$ cat src/rtl/ptw_pkg.sv
package ptw_pkg;
    localparam int SEG_W      = 2;
    localparam int L1_W       = 4;
    localparam int L2_W       = 6;
    localparam int L3_W       = 6;
    localparam int OFF_W      = 8;
    localparam int FRAME_W    = 16;
    localparam int PTE_W      = 32;
    localparam int VALID_POS  = 31;
    localparam int ENTRY_BYTES = 4;

    localparam int VPN_W     = L1_W + L2_W + L3_W;
    localparam int LA_W      = SEG_W + VPN_W + OFF_W;
    localparam int PA_W      = FRAME_W + OFF_W;
    localparam int SEG_N     = 1 << SEG_W;
    localparam int ENT_SHIFT = $clog2(ENTRY_BYTES);

    typedef enum logic [2:0] {
        ST_IDLE,
        ST_OUTER,
        ST_MIDDLE,
        ST_INNER,
        ST_DONE
    } walk_state_e;

    typedef enum logic [1:0] {
        LV_NONE   = 2'd0,
        LV_OUTER  = 2'd1,
        LV_MIDDLE = 2'd2,
        LV_INNER  = 2'd3
    } walk_level_e;
endpackage

$ cat src/rtl/ptw_seg_table.sv
module ptw_seg_table import ptw_pkg::*; (
    input  logic             clk,
    input  logic             rst_n,
    input  logic             we,
    input  logic [SEG_W-1:0] widx,
    input  logic [PA_W-1:0]  wdata,
    input  logic [SEG_W-1:0] ridx,
    output logic [PA_W-1:0]  rdata
);
    logic [PA_W-1:0] slot_q [SEG_N];

    for (genvar g = 0; g < SEG_N; g++) begin : g_slot
        always_ff @(posedge clk or negedge rst_n) begin
            if (!rst_n) begin
                slot_q[g] <= '0;
            end else if (we && (widx == SEG_W'(g))) begin
                slot_q[g] <= wdata;
            end
        end
    end

    // read of the registered value: a same-cycle write is not visible
    assign rdata = slot_q[ridx];
endmodule

$ cat src/rtl/ptw_entry_addr.sv
module ptw_entry_addr import ptw_pkg::*; (
    input  walk_level_e      level,
    input  logic [VPN_W-1:0] vpn,
    input  logic [PA_W-1:0]  table_base,
    output logic [PA_W-1:0]  entry_addr
);
    logic [PA_W-1:0] idx_ext;

    always_comb begin
        unique case (level)
            LV_OUTER:  idx_ext = PA_W'(vpn[VPN_W-1 -: L1_W]);
            LV_MIDDLE: idx_ext = PA_W'(vpn[L2_W+L3_W-1 -: L2_W]);
            LV_INNER:  idx_ext = PA_W'(vpn[L3_W-1:0]);
            default:   idx_ext = '0;
        endcase
    end

    assign entry_addr = table_base + (idx_ext << ENT_SHIFT);
endmodule

$ cat src/rtl/ptw_pte_decode.sv
module ptw_pte_decode import ptw_pkg::*; (
    input  logic [PTE_W-1:0]   pte,
    output logic               valid,
    output logic [FRAME_W-1:0] frame,
    output logic [PA_W-1:0]    next_base
);
    assign valid     = pte[VALID_POS];
    assign frame     = pte[FRAME_W-1:0];
    assign next_base = {frame, {OFF_W{1'b0}}};
endmodule

$ cat src/rtl/ptw_top.sv
module ptw_top import ptw_pkg::*; (
    input  logic                 clk,
    input  logic                 rst_n,
    input  logic                 seg_we,
    input  logic [SEG_W-1:0]     seg_widx,
    input  logic [PA_W-1:0]      seg_wbase,
    input  logic                 req_valid,
    input  logic [LA_W-1:0]      req_laddr,
    output logic                 req_ready,
    output logic                 mem_req_valid,
    output logic [PA_W-1:0]      mem_req_addr,
    input  logic                 mem_rsp_valid,
    input  logic [PTE_W-1:0]     mem_rsp_data,
    output logic                 done,
    output logic [PA_W-1:0]      done_paddr,
    output logic                 done_fault,
    output logic [1:0]           done_level
);
    walk_state_e      state_q, state_d;
    logic             pending_q;
    logic [PA_W-1:0]  base_q;
    logic [VPN_W-1:0] vpn_q;
    logic [OFF_W-1:0] off_q;
    logic [PA_W-1:0]  paddr_q;
    logic             fault_q;
    walk_level_e      flvl_q;

    logic [PA_W-1:0]    seg_base;
    logic [PA_W-1:0]    ent_addr;
    logic               pte_valid;
    logic [FRAME_W-1:0] pte_frame;
    logic [PA_W-1:0]    pte_next;
    walk_level_e        cur_level;
    logic               walking;
    logic               rsp_take;

    ptw_seg_table u_seg (
        .clk   (clk),
        .rst_n (rst_n),
        .we    (seg_we),
        .widx  (seg_widx),
        .wdata (seg_wbase),
        .ridx  (req_laddr[LA_W-1 -: SEG_W]),
        .rdata (seg_base)
    );

    ptw_entry_addr u_addr (
        .level      (cur_level),
        .vpn        (vpn_q),
        .table_base (base_q),
        .entry_addr (ent_addr)
    );

    ptw_pte_decode u_dec (
        .pte       (mem_rsp_data),
        .valid     (pte_valid),
        .frame     (pte_frame),
        .next_base (pte_next)
    );

    always_comb begin
        unique case (state_q)
            ST_OUTER:  cur_level = LV_OUTER;
            ST_MIDDLE: cur_level = LV_MIDDLE;
            ST_INNER:  cur_level = LV_INNER;
            default:   cur_level = LV_NONE;
        endcase
    end

    assign walking  = (state_q == ST_OUTER) || (state_q == ST_MIDDLE) ||
                      (state_q == ST_INNER);
    assign rsp_take = walking && pending_q && mem_rsp_valid;

    // next-state logic
    always_comb begin
        state_d = state_q;
        unique case (state_q)
            ST_IDLE:   if (req_valid) state_d = ST_OUTER;
            ST_OUTER:  if (rsp_take)  state_d = pte_valid ? ST_MIDDLE : ST_DONE;
            ST_MIDDLE: if (rsp_take)  state_d = pte_valid ? ST_INNER  : ST_DONE;
            ST_INNER:  if (rsp_take)  state_d = ST_DONE;
            ST_DONE:   state_d = ST_IDLE;
            default:   state_d = ST_IDLE;
        endcase
    end

    // state register and walk datapath
    always_ff @(posedge clk or negedge rst_n) begin
        if (!rst_n) begin
            state_q   <= ST_IDLE;
            pending_q <= 1'b0;
            base_q    <= '0;
            vpn_q     <= '0;
            off_q     <= '0;
            paddr_q   <= '0;
            fault_q   <= 1'b0;
            flvl_q    <= LV_NONE;
        end else begin
            state_q <= state_d;
            if (state_q == ST_IDLE && req_valid) begin
                base_q    <= seg_base;
                vpn_q     <= req_laddr[OFF_W +: VPN_W];
                off_q     <= req_laddr[OFF_W-1:0];
                paddr_q   <= '0;
                fault_q   <= 1'b0;
                flvl_q    <= LV_NONE;
                pending_q <= 1'b0;
            end else if (walking) begin
                if (!pending_q) begin
                    pending_q <= 1'b1;
                end else if (mem_rsp_valid) begin
                    pending_q <= 1'b0;
                    if (!pte_valid) begin
                        fault_q <= 1'b1;
                        flvl_q  <= cur_level;
                    end else if (state_q == ST_INNER) begin
                        paddr_q <= {pte_frame, off_q};
                    end else begin
                        base_q <= pte_next;
                    end
                end
            end
        end
    end

    // outputs
    always_comb begin
        req_ready     = (state_q == ST_IDLE);
        mem_req_valid = walking && !pending_q;
        mem_req_addr  = ent_addr;
        done          = (state_q == ST_DONE);
        done_paddr    = paddr_q;
        done_fault    = fault_q;
        done_level    = flvl_q;
    end
endmodule

$ cat config.mk
export PLATFORM = sky130hd
export DESIGN_NAME = ptw_top
export DESIGN_NICKNAME = d
export VERILOG_FILES = /design/src/rtl/ptw_pkg.sv /design/src/rtl/ptw_seg_table.sv /design/src/rtl/ptw_entry_addr.sv /design/src/rtl/ptw_pte_decode.sv /design/src/rtl/ptw_top.sv
export SDC_FILE = /design/constraint.sdc
export NUM_CORES = 1
export LEC_CHECK = 0
export CELL_PAD_IN_SITES_DETAIL_PLACEMENT = 1
export CELL_PAD_IN_SITES_GLOBAL_PLACEMENT = 1
export CORE_ASPECT_RATIO = 1.25
export CORE_MARGIN = 10
export CORE_UTILIZATION = 34
export CTS_CLUSTER_DIAMETER = 50
export CTS_CLUSTER_SIZE = 12
export DETAILED_ROUTE_END_ITERATION = 8
export PLACE_DENSITY = 0.67
export SLEW_MARGIN = 20
export SYNTH_ARGS = -nofsm -noshare
export SYNTH_HDL_FRONTEND = slang
export SYNTH_SLANG_ARGS = --single-unit
export TNS_END_PERCENT = 20
$ cat constraint.sdc
create_clock -name clk -period 3.6 [get_ports clk]
set_input_delay 0.72 -clock clk [delete_from_list [all_inputs] [get_ports clk]]
set_output_delay 0.72 -clock clk [all_outputs]
set_load 0.1 [all_outputs]
Word level (Yosys, flattened, before mapping) --
Index checks and enable logic that the tools add are counted. Widths: inputs -> output; s select.
Storage, ports and cells: flip-flop bits (word level) 175, input port bits 89, output and inout bits 54
Operators by class: $add $sub $neg 1, magnitude comparators 1, equality and inequality tests 16, muxes and demuxes 38, bitwise logic cells 1, reduce and logical (&&, ||, !) cells 22
Operators with widths (number):
- $mux 24 | 14
- $bmux 24 s2 | 1
- $add 24x8->24 | 1
- $mux 3 | 6
- $pmux 6 s3 | 1
- $pmux 3 s4 | 1
- $mux 2 | 5
- $ne 2x2->1 const B | 5
- $reduce_and 5->1 | 2
- $reduce_bool 2->1 | 5
- $mux 1 | 9
- $eq 2x2->1 const B | 4
- $logic_and 1x1->1 | 8
- $reduce_and 4->1 | 2
- $eq 3x2->1 const B | 2
- $pmux 2 s3 | 1
- $eq 2x1->1 const B | 2
- $eq 3x1->1 const B | 1
- $eq 3x3->1 const B | 1
- $ge 3x3->1 const B | 1
- $logic_not 3->1 | 1
- $not 2->3 | 1
- $logic_not 2->1 | 1
- $logic_or 1x1->1 | 2
- other kinds (2) | 2

Depth between registers and ports, before layout --
Gate-level depths: netlist of the first run.
depth in word-level cells 7, mapped depth 13

Cells and area by module --
Synthesis of the first run repeated with hierarchy kept, for this count alone.
Second synthesis, totals: cells, all modules 702, area total of the unflattened synthesis 8609.5 µm²
Modules (own cells, without submodules):
- ptw_seg_table | times used 1, cells each 234, area each 4171.5 µm²
- ptw_top | times used 1, cells each 331, area each 3375.7 µm²
- ptw_entry_addr | times used 1, cells each 95, area each 750.7 µm²
- ptw_pte_decode | times used 1, cells each 42, area each 311.5 µm²

Worst setup path after synthesis of the first run --
No wires, ideal clock.
kind reg-to-output, start register state_q[1], end output port mem_req_addr[16], arrival 3.910 ns, slack -1.030 ns, cell stages (with the launch flop) 13, buffers on the path 1, path through dfrtp_1 clkbuf_1 nor2b_1 a21oi_1 nor2_1 ha_1 inv_1 fa_1 nor2b_1 o31ai_1 a21oi_1 nand4_1 xnor2_1
Between the ends: cells in the longest elaborated chain, start to end 5
RTL lines:
- start: declaration | line ptw_top.sv:19 | walk_state_e state_q, state_d;
- start signal: assignment | line ptw_top.sv:99 | state_q <= state_d;
- $eq 3x2->1 or $eq 3x1->1 (tied branches) | line ptw_top.sv:62 | unique case (state_q)
- $pmux 2 s3 * | line ptw_top.sv:62
- $eq 2x2->1 or $eq 2x1->1 (tied branches) | line ptw_entry_addr.sv:10 | unique case (level)
- $pmux 6 s3 * | line ptw_entry_addr.sv:10
- $add 24x8->24 * | line ptw_entry_addr.sv:18 | assign entry_addr = table_base + (idx_ext << ENT_SHIFT);
- end: declaration | line ptw_top.sv:11 | output logic [PA_W-1:0] mem_req_addr,
Every way passes the cells marked *; elsewhere a longest branch is shown, timed or not.

Worst setup path after layout of the first run --
start register state_q[0], end output port mem_req_addr[16]
Same word-level chain as after synthesis.

==> results of run 1 <==
layout make-up:
class / instances / area [um2] / share of cell area, %
antenna: 1 / 2.50 / 0.0231
clock buffer: 19 / 443 / 4.09
clock inverter: 13 / 151 / 1.40
inverter: 7 / 26.3 / 0.242
multi-input combinational: 405 / 3750 / 34.6
sequential: 175 / 4380 / 40.4
tap: 288 / 360 / 3.33
timing repair buffer: 157 / 1720 / 15.9
logic make-up after synthesis:
family                     after synthesis  share of synthesized area [%]
DFF                                    175                           54.3
muxes                                  167                           26.3
and+or+nand+nor                        131                           7.18
AOI/OAI and AO/OA                       79                           5.72
buffers and inverters                   47                           3.01
xor gates and xnor gates                21                           2.28
adders and majority gates                7                           1.18
stage by stage:
| step | TNS, ns | setup slack (ns) |
|---|---|---|
| 3_5_place_dp | 0 | 0.0290 |
| 2_1_floorplan | -4.73 | -0.609 |
| 5_1_grt | -4.36 | -0.371 |
| 6_report | -1.69 | -0.192 |
| 3_3_place_gp | 0 | 0.0462 |
| 4_1_cts | -1.45 | -0.204 |
how the worst min path moves through the flow:
stage	slack [ns]	start	to
finish	0.30	rst_n	vpn_q[0]
global route	0.35	rst_n	vpn_q[0]
CTS	0.32	rst_n	vpn_q[0]
detailed placement	0.48	u_seg.slot_q[76]	u_seg.slot_q[76]
global placement	0.46	u_seg.slot_q[85]	u_seg.slot_q[85]
floorplan	0.42	rst_n	base_q[0]
routing by layer:
| layer | share of wire [%] | wire, um | global-route usage (%) | up-vias |
|---|---|---|---|---|
| met2 | 52 | 11500 | 25.8 | 114 |
| met3 | 5.5 | 1220 | 4.19 | 25 |
| met1 | 41 | 9050 | 17.4 | 2827 |
| met4 | 1.7 | 372 | 4.86 | 4 |
| li1 | - | - | - | 2496 |
| met5 | 0.14 | 31 | 0 | - |
state kept, by name, summed over array words and instances (netlist names), 2 cells and up:
register	flops
base_q	24
state_q	3
done_paddr	24
off_q	8
vpn_q	16
done_level	2
u_seg.slot_q	96
placed cells by master, fill, tap and decap left out, drive strengths merged, types with 3 or more instances in the layout:
master,n
nor2b,3
a22o,7
xnor2,17
mux2i,22
nand3,8
a21oi,34
mux2,121
ha,6
o21ai,24
clkinvlp,4
clkdlybuf4s50,98
nand4,5
nor2,18
clkbuf,19
mux4,24
dfrtp,175
clkinv,3
nor3,7
nand2,78
buf,59
xor2,4
inv,11
and2,3
where the power goes:
| part | internal [mW] | total, mW | leakage [nW] | switching [mW] |
|---|---|---|---|---|
| Clock | 1.05 | 1.86 | 0.277 | 0.811 |
| Sequential | 2.53 | 2.96 | 2.14 | 0.431 |
| Combinational | 1.91 | 5.25 | 2.18 | 3.34 |
timing repair:
action                                  CTS  global route
gates resized for setup                  24            10
buffers inserted                          5             3
pin swaps                                12             6
hold buffers                              0             0
endpoints found under the setup margin   17            17
endpoints found under the hold margin     0             0
worst max-delay path: stages (launching register included):
cell and delay, ns:
dfrtp_2 0.45, mux2i_1 0.14, nor2_1 0.10, a21oi_1 0.05, nor2_1 0.13, ha_2 0.22, inv_2 0.04, fa_2 0.37
nor2b_4 0.16, o31ai_4 0.09, a21oi_2 0.17, buf_6 0.15, nand4_1 0.15, xnor2_2 0.22, buf_12 0.20
==> summary.txt, run 1 <==
Deepest clock path buffer count -> 2
Synthesis warning total -> 0
Remaining global-route overflow -> 0
Outcome -> complete, but fails checks
Unique masters post-synth -> 44
Count of filler cells inserted in the layout -> 2353
Most used flip-flop cell after synthesis -> dfrtp_1
RSZ-0062 raised after global routing -> true
H-Tree Level Count -> 4
Crit Reg-Reg Startpoint -> state_q[1]
Failing checks -> setup timing
Worst min path class -> in2async
Clock slew at reported path FFs -> 0.06 ns
Non-filler instance count after layout -> 1065
Detailed-placement wirelength estimate -> 16000 um
Power density of the placed cells -> 930 nW/um2
Cell Area, Synth -> 8070 um2
Ratio of cells with drive above 1 in the final layout -> 27.6%
Starting utilization of the core area -> 34.8%
Global-route usage over all layers -> 14.9%
Endpoint kind of the worst setup timing path -> primary output
Routed via count -> 5466
Startpoint class of the critical path -> register
Cell types occupying the most area after synthesis -> dfrtp_1, mux2_1, mux2_2, mux4_2, nand2_1
Post-detailed-route wirelength per cell -> 20.8 um
Core region area -> 23200 um2
Minimum period implied by the final worst setup slack -> 3.79 ns
Maximum fanout along the worst path -> 5
Initial drt markers -> 188
# Max-Cap Violations -> 0
Largest voltage drop on the vdd net -> 630 uV
Type of the setup path with the least slack -> reg2out
Static Leakage -> 4.59 nW
Via count of the first global-routing pass -> 6194
Most frequent cell after synthesis -> dfrtp_1
Post-DR vias/cell -> 5.13
Post-route cell area -> 10800 um2
Endpoint of the worst setup timing path -> mem_req_addr[16]
Syn nets -> 723
Clock tree from TritonCTS -> yes
Clock tree sinks -> 175
First-pass GRT wire length -> 35000 um
Final hold vios -> 0
Routed Wire Length -> 22100 um
Boundary Pins -> 143
Number of synthesized flops with an enable pin -> 0
Worst reg2reg path endpoint -> vpn_q[12]
DR DRC count -> 0
Top cell type's share of synthesized area -> 54.3%
Transition at the pin with the smallest max-transition slack -> 1.02 ns
Reg2Reg Depth -> 5
Root buf cell -> clkbuf_16
Total design power -> 10.1 mW
Cell accounting for the most synthesized area -> dfrtp_1
Final Core Density -> 46.7%
Worst hold margin -> 0.301 ns
Data arrival time at the worst-slack endpoint -> 3.07 ns
Register area share after synthesis -> 54.3%
Portion of the clock cycle consumed by the worst path in the final layout -> 105%
Horizontal die dimension -> 158 um
First-pass detailed-route iteration total -> 6
Number of synthesized register bits -> 175
Area growth from synthesis to final layout -> 34.4%
Worst setup slack for register-to-register paths -> 1.48 ns
Instance count of the mapped netlist -> 627
Setup-failing EPs final -> 15
Worst-case headroom to the max-slew limit -> 31.5%
Dpl cells -> 1024
Count of nets left with antenna violations after detail routing -> 0
Cell area after placement -> 10000 um2
Async set-reset flop share out of synthesis -> 100%
Height of the die -> 192 um
Die area -> 30300 um2
Initial antenna violation count -> 3
Required time of the critical path -> 2.88 ns
Worst-Skew Late Latency -> 0.44 ns
Setup slack of the critical path after layout -> -0.192 ns
Setup skew after layout -> 0.00904 ns
Total number of placement rows -> 62
Port Buf Inserts -> 127
Total clock buffers created by CTS -> 17
Commonest cells in the synthesized netlist -> dfrtp_1, nand2_1, mux2_1
Max Clock Freq -> 264 MHz
Nets -> 859
Post-Synthesis Mean Instance Area -> 12.9 um2
Worst setup startpoint -> state_q[0]
Number of pins exceeding their max-slew limit in the final report -> 0
Weighted congestion reported at the end of routability-driven placement -> 0.831
Pin count of the biggest net entering global routing -> 75
(Power assumes the default switching activity.)
==> inputs of run 2 (changes only) <==
--- a/config.mk
+++ b/config.mk
@@ -9,11 +9,11 @@
 export CELL_PAD_IN_SITES_GLOBAL_PLACEMENT = 1
 export CORE_ASPECT_RATIO = 1.25
 export CORE_MARGIN = 10
-export CORE_UTILIZATION = 34
+export CORE_UTILIZATION = 43
 export CTS_CLUSTER_DIAMETER = 50
 export CTS_CLUSTER_SIZE = 12
 export DETAILED_ROUTE_END_ITERATION = 8
-export PLACE_DENSITY = 0.67
+export PLACE_DENSITY = 0.82
 export SLEW_MARGIN = 20
 export SYNTH_ARGS = -nofsm -noshare
 export SYNTH_HDL_FRONTEND = slang
==> run 2 against run 1 <==
  * The run still ends with setup timing left
  * Sequential power barely moved
  * Fmax fell by 3.2%
  * First-iteration DRC count rose by 66%
  * Register-to-register slack got worse by 0.05 ns
  * Combinational power rose by 3%
  * Sequential share of layout area rose by 0.44 points
==> summary.txt, run 2 (synthesized netlist as in run 1, its figures left out) <==
Post-detailed-route wirelength per cell -> 23.9 um (+15%)
Combinational group share of total power -> 52.8% (+0.7 points)
# Max-Cap Violations -> 0 (unchanged)
Initial antenna violation count -> 1 (-2)
RSZ-0062 raised after global routing -> true
First-pass detailed-route iteration total -> 4 (-2)
Clock slew at reported path FFs -> 0.07 ns (about the same)
Global-route usage over all layers -> 19.2% (+4.3 points)
Pin count of the biggest net entering global routing -> 84 (+12%)
Failing checks -> setup timing
First-pass GRT wire length -> 37100 um (+6.2%)
Fraction of met3 tracks used by global routing -> 4.80% (+0.61 points)
Boundary Pins -> 143 (unchanged)
Startpoint class of the critical path -> register
Routed via count -> 5658 (+3.5%)
Transition at the pin with the smallest max-transition slack -> 1.03 ns (+0.00445 ns)
Die area -> 24700 um2 (-19%)
Most common cell after layout, fill and taps aside -> dfrtp_1
Total net switching power -> 4.71 mW (+2.8%)
Portion of the clock cycle consumed by the worst path in the final layout -> 109% (+3.5 points)
Busiest layer in global routing -> met2
Worst-case headroom to the max-slew limit -> 31.2% (-0.30 points)
Starting utilization of the core area -> 44.1% (+9.3 points)
Horizontal die dimension -> 142 um (-9.7%)
Required time of the critical path -> 2.88 ns (about the same)
Worst-Skew Late Latency -> 0.43 ns (about the same)
Switching share of total power -> 46.1% (+0.65 points)
Port Buf Inserts -> 127 (unchanged)
Post-DR vias/cell -> 5.64 (+9.9%)
Routed Wire Length -> 24000 um (+8.2%)
Total number of placement rows -> 55 (-11%)
Largest register by flop count -> u_seg.slot_q
Area growth from synthesis to final layout -> 32.9%
Clock tree sinks -> 175 (unchanged)
Largest voltage drop on the vdd net -> 745 uV (+18%)
Count of nets left with antenna violations after detail routing -> 0 (unchanged)
Worst setup slack after placement -> -0.00132 ns (-0.0303 ns)
Total negative slack for setup checks -> -4.57 ns (-2.87 ns)
Total clock buffers created by CTS -> 17 (unchanged)
Root buf cell -> clkbuf_16
Height of the die -> 173 um (-9.9%)
Minimum period implied by the final worst setup slack -> 3.92 ns (+0.124 ns)
Core region area -> 18300 um2 (-21%)
Most frequent cells in the layout -> dfrtp_1, clkdlybuf4s50_1, nand2_1
Endpoint kind of the worst setup timing path -> primary output
Power share of the clock group -> 17.9% (-0.6 points)
Worst reg2reg path endpoint -> off_q[7]
Fraction of met2 tracks used by global routing -> 33.8% (+8.0 points)
Type of the setup path with the least slack -> reg2out
Met1 usage -> 21.5% (+4.1 points)
Max reg flops -> 96 (unchanged)
Setup slack of the critical path after layout -> -0.316 ns (-0.124 ns)
Worst setup slack for register-to-register paths -> 1.43 ns (-0.05 ns)
Setup-failing EPs final -> 18 (+3)
Reg2Reg Depth -> 5 (unchanged)
Maximum fanout along the worst path -> 6 (+1)
Static Leakage -> 4.56 nW (-0.77%)
Weighted congestion reported at the end of routability-driven placement -> 0.840 (+1.1%)
Via count of the first global-routing pass -> 6628 (+7.0%)
Data arrival time at the worst-slack endpoint -> 3.20 ns (+0.13 ns)
Power density of the placed cells -> 953 nW/um2 (+2.4%)
Number of pins exceeding their max-slew limit in the final report -> 0 (unchanged)
Deepest clock path buffer count -> 2 (unchanged)
Clock tree from TritonCTS -> yes
Initial drt markers -> 312 (+66%)
Nets -> 858 (-0.12%)
Final hold vios -> 0 (unchanged)
Worst min path class -> in2async
Max Clock Freq -> 255 MHz (-3.2%)
Design internal power -> 5.50 mW (about the same)
Setup skew after layout -> 0.00847 ns (-0.000568 ns)
DR DRC count -> 0 (unchanged)
H-Tree Level Count -> 4 (unchanged)
Crit Reg-Reg Startpoint -> state_q[0]
Outcome -> complete, but fails checks
Remaining global-route overflow -> 0 (unchanged)
Portion of total power attributed to sequential cells -> 29.3% (about the same)
Ratio of cells with drive above 1 in the final layout -> 26.7% (-0.83 points)
Detailed-placement wirelength estimate -> 15900 um (-0.40%)
run 2: repair_timing:
action                     CTS  global route
hold buffers                 0             0
buffers inserted             5             4
setup endpoints to repair   17            18
resized for setup           20             8
pin swaps                   15            11
run 2: metrics by stage:
step / hold WS [ns] / std cells / util [%] / power (mW) / cell area [um2]
after floorplan: 0.424 / 627 / - / 6.39 / 8210
after global placement: 0.462 / 962 / 54.2 / 7.86 / 9920
after detailed placement: 0.475 / 962 / 54.2 / 8.06 / 9920
after CTS: 0.384 / 998 / 58.0 / 10.1 / 10600
after global routing: 0.395 / 1002 / 58.6 / 10.6 / 10700
final: 0.350 / 1003 / 58.6 / 10.2 / 10700
run 2: layout make-up:
class,instances,area [um2]
Fill cell,1753,7580
Sequential cell,175,4380
Multi-Input combinational cell,405,3740
Timing Repair Buffer,156,1710
Clock buffer,19,443
Tap cell,228,285
Clock inverter,12,134
Inverter,7,26.3
Antenna cell,1,2.50
run 2: how the worst max path moves through the flow:
stage | end | depth (start not counted) | startpoint | slack (ns)
2_1_floorplan | mem_req_addr[11] | 12 | state_q[0] | -0.61
3_3_place_gp | mem_req_addr[16] | 13 | state_q[0] | 0.07
3_5_place_dp | mem_req_addr[14] | 12 | state_q[0] | -0.001
4_1_cts | mem_req_addr[15] | 13 | state_q[0] | -0.25
5_1_grt | mem_req_addr[16] | 13 | state_q[0] | -0.40
6_report | mem_req_addr[15] | 13 | state_q[0] | -0.32
run 2: power by group through the flow:
stage,sequential (mW),combinational (mW),clock (mW)
after floorplan,3.41,2.98,0
after global placement,2.91,4.95,0
after detailed placement,2.98,5.08,0
after CTS,2.97,5.27,1.86
after global routing,3.06,5.61,1.94
final,2.99,5.39,1.83
run 2: metal layers:
layer	routed length [um]	vias up
li1	-	2490
met1	9420	2957
met4	712	0
met5	0	-
met3	1240	51
met2	12600	160
run 2: worst max-delay path, cell delays in order, from the launching register on:
cell and delay, ns:
dfrtp_2 0.43, mux2i_1 0.27, nor2_1 0.08, a21oi_1 0.21, nor2_1 0.08, ha_2 0.23, buf_4 0.15, a211oi_4 0.24
o21bai_4 0.12, buf_4 0.16, a31o_4 0.26, nand4_1 0.18, xnor2_2 0.16, buf_12 0.20
==> inputs of run 3 (changes only) <==
--- a/config.mk
+++ b/config.mk
@@ -8,12 +8,12 @@
 export CELL_PAD_IN_SITES_DETAIL_PLACEMENT = 1
 export CELL_PAD_IN_SITES_GLOBAL_PLACEMENT = 1
 export CORE_ASPECT_RATIO = 1.25
-export CORE_MARGIN = 10
+export CORE_MARGIN = 2
 export CORE_UTILIZATION = 43
 export CTS_CLUSTER_DIAMETER = 50
 export CTS_CLUSTER_SIZE = 12
 export DETAILED_ROUTE_END_ITERATION = 8
-export PLACE_DENSITY = 0.82
+export PLACE_DENSITY = 0.87
 export SLEW_MARGIN = 20
 export SYNTH_ARGS = -nofsm -noshare
 export SYNTH_HDL_FRONTEND = slang
==> constraint.sdc (replaced) <==
create_clock -name clk -period 4.6 [get_ports clk]
set_input_delay 0.92 -clock clk [delete_from_list [all_inputs] [get_ports clk]]
set_output_delay 0.92 -clock clk [all_outputs]
set_load 0.1 [all_outputs]
==> run 3 against run 2 <==
  * The run now ends clean
  * Clock power shrank 22%
  * Critical endpoint is now mem_req_addr[14]
  * Non-clock buffer count shrank 17
  * Combinational power shrank 32%
  * Final cell count shrank 1.2%
  * Sequential share of layout area grew 1.8 points
  * Total power shrank 27%
  * Routed wire length shrank 12%
  * Clock skew is essentially flat
  * Clock-buffer cell count shrank 2
  * Register-to-register slack gained 0.80 ns
  * Flip-flop and latch count is the same
  * Highest routed layer unchanged
==> summary.txt, run 3 (synthesized netlist as in run 1, its figures left out) <==
Max reg flops -> 96 (unchanged)
Endpoint kind of the worst setup timing path -> primary output
Non-filler instance count after layout -> 991 (-1.2%)
Post-DR vias/cell -> 5.47 (-3.0%)
Die area -> 19900 um2 (-19%)
Cell with the largest stage delay on the worst path -> o31ai_1
Transition at the pin with the smallest max-transition slack -> 1.01 ns (-0.0205 ns)
Weighted congestion reported at the end of routability-driven placement -> 0.799 (-4.9%)
Clock tree sinks -> 175 (unchanged)
Global-route usage over all layers -> 21.8% (+2.6 points)
Horizontal die dimension -> 126 um (-11%)
Most frequent cells in the layout -> dfrtp_1, clkdlybuf4s50_1, nand2_1
Capture endpoint of the worst hold path -> u_seg.slot_q[79]
Outcome -> finished clean
Height of the die -> 157 um (-9.2%)
Routed Wire Length -> 21200 um (-12%)
Worst setup slack for register-to-register paths -> 2.23 ns (+0.80 ns)
Reg2Reg Depth -> 5 (unchanged)
Minimum period implied by the final worst setup slack -> 4.36 ns
Static Leakage -> 4.34 nW (-4.9%)
HP Start -> u_seg.slot_q[79]
Power density of the placed cells -> 722 nW/um2 (-24%)
Worst-case headroom to the max-slew limit -> 32.8% (+1.6 points)
Worst path cell trace -> buf_4 -> mux2i_1 -> nor2_1 -> a21oi_1 -> nor2_1 -> ha_1 -> nor2b_1 -> o31ai_1 -> a21oi_2 -> buf_4 -> nand2_1 -> xnor2_1 -> buf_12
H-Tree Level Count -> 4 (unchanged)
First-pass detailed-route iteration total -> 4 (unchanged)
Largest voltage drop on the vdd net -> 505 uV (-32%)
Detailed-placement wirelength estimate -> 14800 um (-6.6%)
Multi-input combinational cell area -> 3470 um2 (-7.2%)
Startpoint class of the critical path -> register
Via count of the first global-routing pass -> 6279 (-5.3%)
Initial antenna violation count -> 0 (-1)
Type of the setup path with the least slack -> reg2out
Setup slack of the critical path after layout -> 0.242 ns (+0.558 ns)
Ratio of cells with drive above 1 in the final layout -> 20.8% (-5.9 points)
Slowest Stage Delay on Critical Path -> 0.45 ns (+0.02 ns)
DR DRC count -> 0 (unchanged)
Portion of the clock cycle consumed by the worst path in the final layout -> 94.7%
Required time of the critical path -> 3.68 ns (+0.80 ns)
Remaining global-route overflow -> 0 (unchanged)
Boundary Pins -> 143 (unchanged)
Max Clock Freq -> 229 MHz
Root buf cell -> clkbuf_16
Nets -> 841 (-2.0%)
Maximum fanout along the worst path -> 16 (+10)
Setup-failing EPs final -> 0 (-18)
Worst-Skew Late Latency -> 0.43 ns (about the same)
Area growth from synthesis to final layout -> 27.4%
Clock slew at reported path FFs -> 0.07 ns (about the same)
Number of pins exceeding their max-slew limit in the final report -> 0 (unchanged)
Clock tree from TritonCTS -> yes
Largest register by flop count -> u_seg.slot_q
Dpl cells -> 957 (-0.52%)
Total area of sequential cells -> 4380 um2 (unchanged)
Count of nets left with antenna violations after detail routing -> 0 (unchanged)
Core region area -> 18600 um2 (+1.4%)
# Max-Cap Violations -> 0 (unchanged)
Routed via count -> 5424 (-4.1%)
Worst min path class -> reg2reg
Worst reg2reg path endpoint -> base_q[9]
Number of cells on the worst hold path -> 1
Starting utilization of the core area -> 43.4% (-0.62 points)
Count of filler cells inserted in the layout -> 1848 (+5.4%)
Post-detailed-route wirelength per cell -> 21.4 um (-10%)
Final hold vios -> 0 (unchanged)
Initial drt markers -> 226 (-28%)
First-pass GRT wire length -> 33700 um (-9.4%)
Most common cell after layout, fill and taps aside -> dfrtp_1
RSZ-0062 raised after global routing -> false
Worst setup slack after placement -> 0.421 ns (+0.422 ns)
Crit Reg-Reg Startpoint -> state_q[0]
Data arrival time at the worst-slack endpoint -> 3.44 ns (+0.24 ns)
Setup skew after layout -> 0.00797 ns (-0.000494 ns)
Deepest clock path buffer count -> 2 (unchanged)
Total number of placement rows -> 56 (+1.8%)
Port Buf Inserts -> 127 (unchanged)
Pin count of the biggest net entering global routing -> 115 (+37%)
Total clock buffers created by CTS -> 17 (unchanged)
==> run 3: cell types whose count changed in the layout (fill, tap and decap cells not counted), moves of 5 or more <==
cell             previous run  this run
buf_12                     23        17
xnor2_1                     5        16
inv_8                       0         5
clkdlybuf4s50_1            98       103
buf_4                      31        17
xnor2_2                     9         1
==> run 3: critical path: cells and delay by family (launching register included) <==
kind	cells	cell delay [ns]
DFF	1	0.43
buffers and inverters	3	0.67
muxes	1	0.25
AOI/OAI and AO/OA	3	0.67
and+or+nand+nor	4	0.41
xor gates and xnor gates	1	0.21
adders and majority gates	1	0.34
==> run 3: area by class of cell <==
class                           count  area share (%)
Clock buffer                       17            4.14
Multi-Input combinational cell    405            33.7
Tap cell                          232            2.83
Inverter                            7           0.256
Sequential cell                   175            42.6
Antenna cell                        1          0.0244
Clock inverter                     15            1.61
Timing Repair Buffer              139            14.8
==> run 3: how the worst max path moves through the flow <==
| stage | slack [ns] | cells after the start | endpoint | startpoint |
|---|---|---|---|---|
| CTS | 0.01 | 12 | mem_req_addr[18] | state_q[1] |
| finish | 0.24 | 13 | mem_req_addr[14] | state_q[0] |
| floorplan | -0.21 | 12 | mem_req_addr[18] | state_q[1] |
| global placement | 0.48 | 12 | mem_req_addr[18] | state_q[1] |
| detailed placement | 0.42 | 12 | mem_req_addr[18] | state_q[1] |
| global route | 0.07 | 13 | mem_req_addr[20] | state_q[0] |
==> run 3: stage by stage <==
step	total power [mW]	setup TNS (ns)	utilization (%)	hold WS [ns]	cell area, um2
after floorplan	4.93	-0.778	-	0.452	8070
after global placement	5.86	0	52.0	0.462	9660
after detailed placement	6.03	0	52.0	0.475	9660
after CTS	7.48	0	55.2	0.490	10300
after global routing	7.73	0	55.3	0.508	10300
final	7.42	0	55.3	0.487	10300
==> run 3: repair_timing <==
action	CTS	global route
buffers inserted	0	1
gates cloned	0	0
gates resized for setup	1	2
hold buffers	0	0
pin swaps	0	1
endpoints found under the setup margin	5	6
==> run 3: where the power goes <==
part	switching (mW)	total [mW]	leakage, nW	internal (mW)
Clock	0.694	1.42	0.287	0.731
Combinational	2.51	3.69	1.91	1.19
Sequential	0.323	2.30	2.14	1.98
==> run 3: routing by layer <==
metal / vias up / track usage [%] / part of all wire [%]
li1: 2469 / - / -
met1: 2805 / 25.6 / 40
met2: 116 / 39.4 / 53
met3: 34 / 4.21 / 4.0
met4: 0 / 8.53 / 2.5
met5: - / 0 / 0
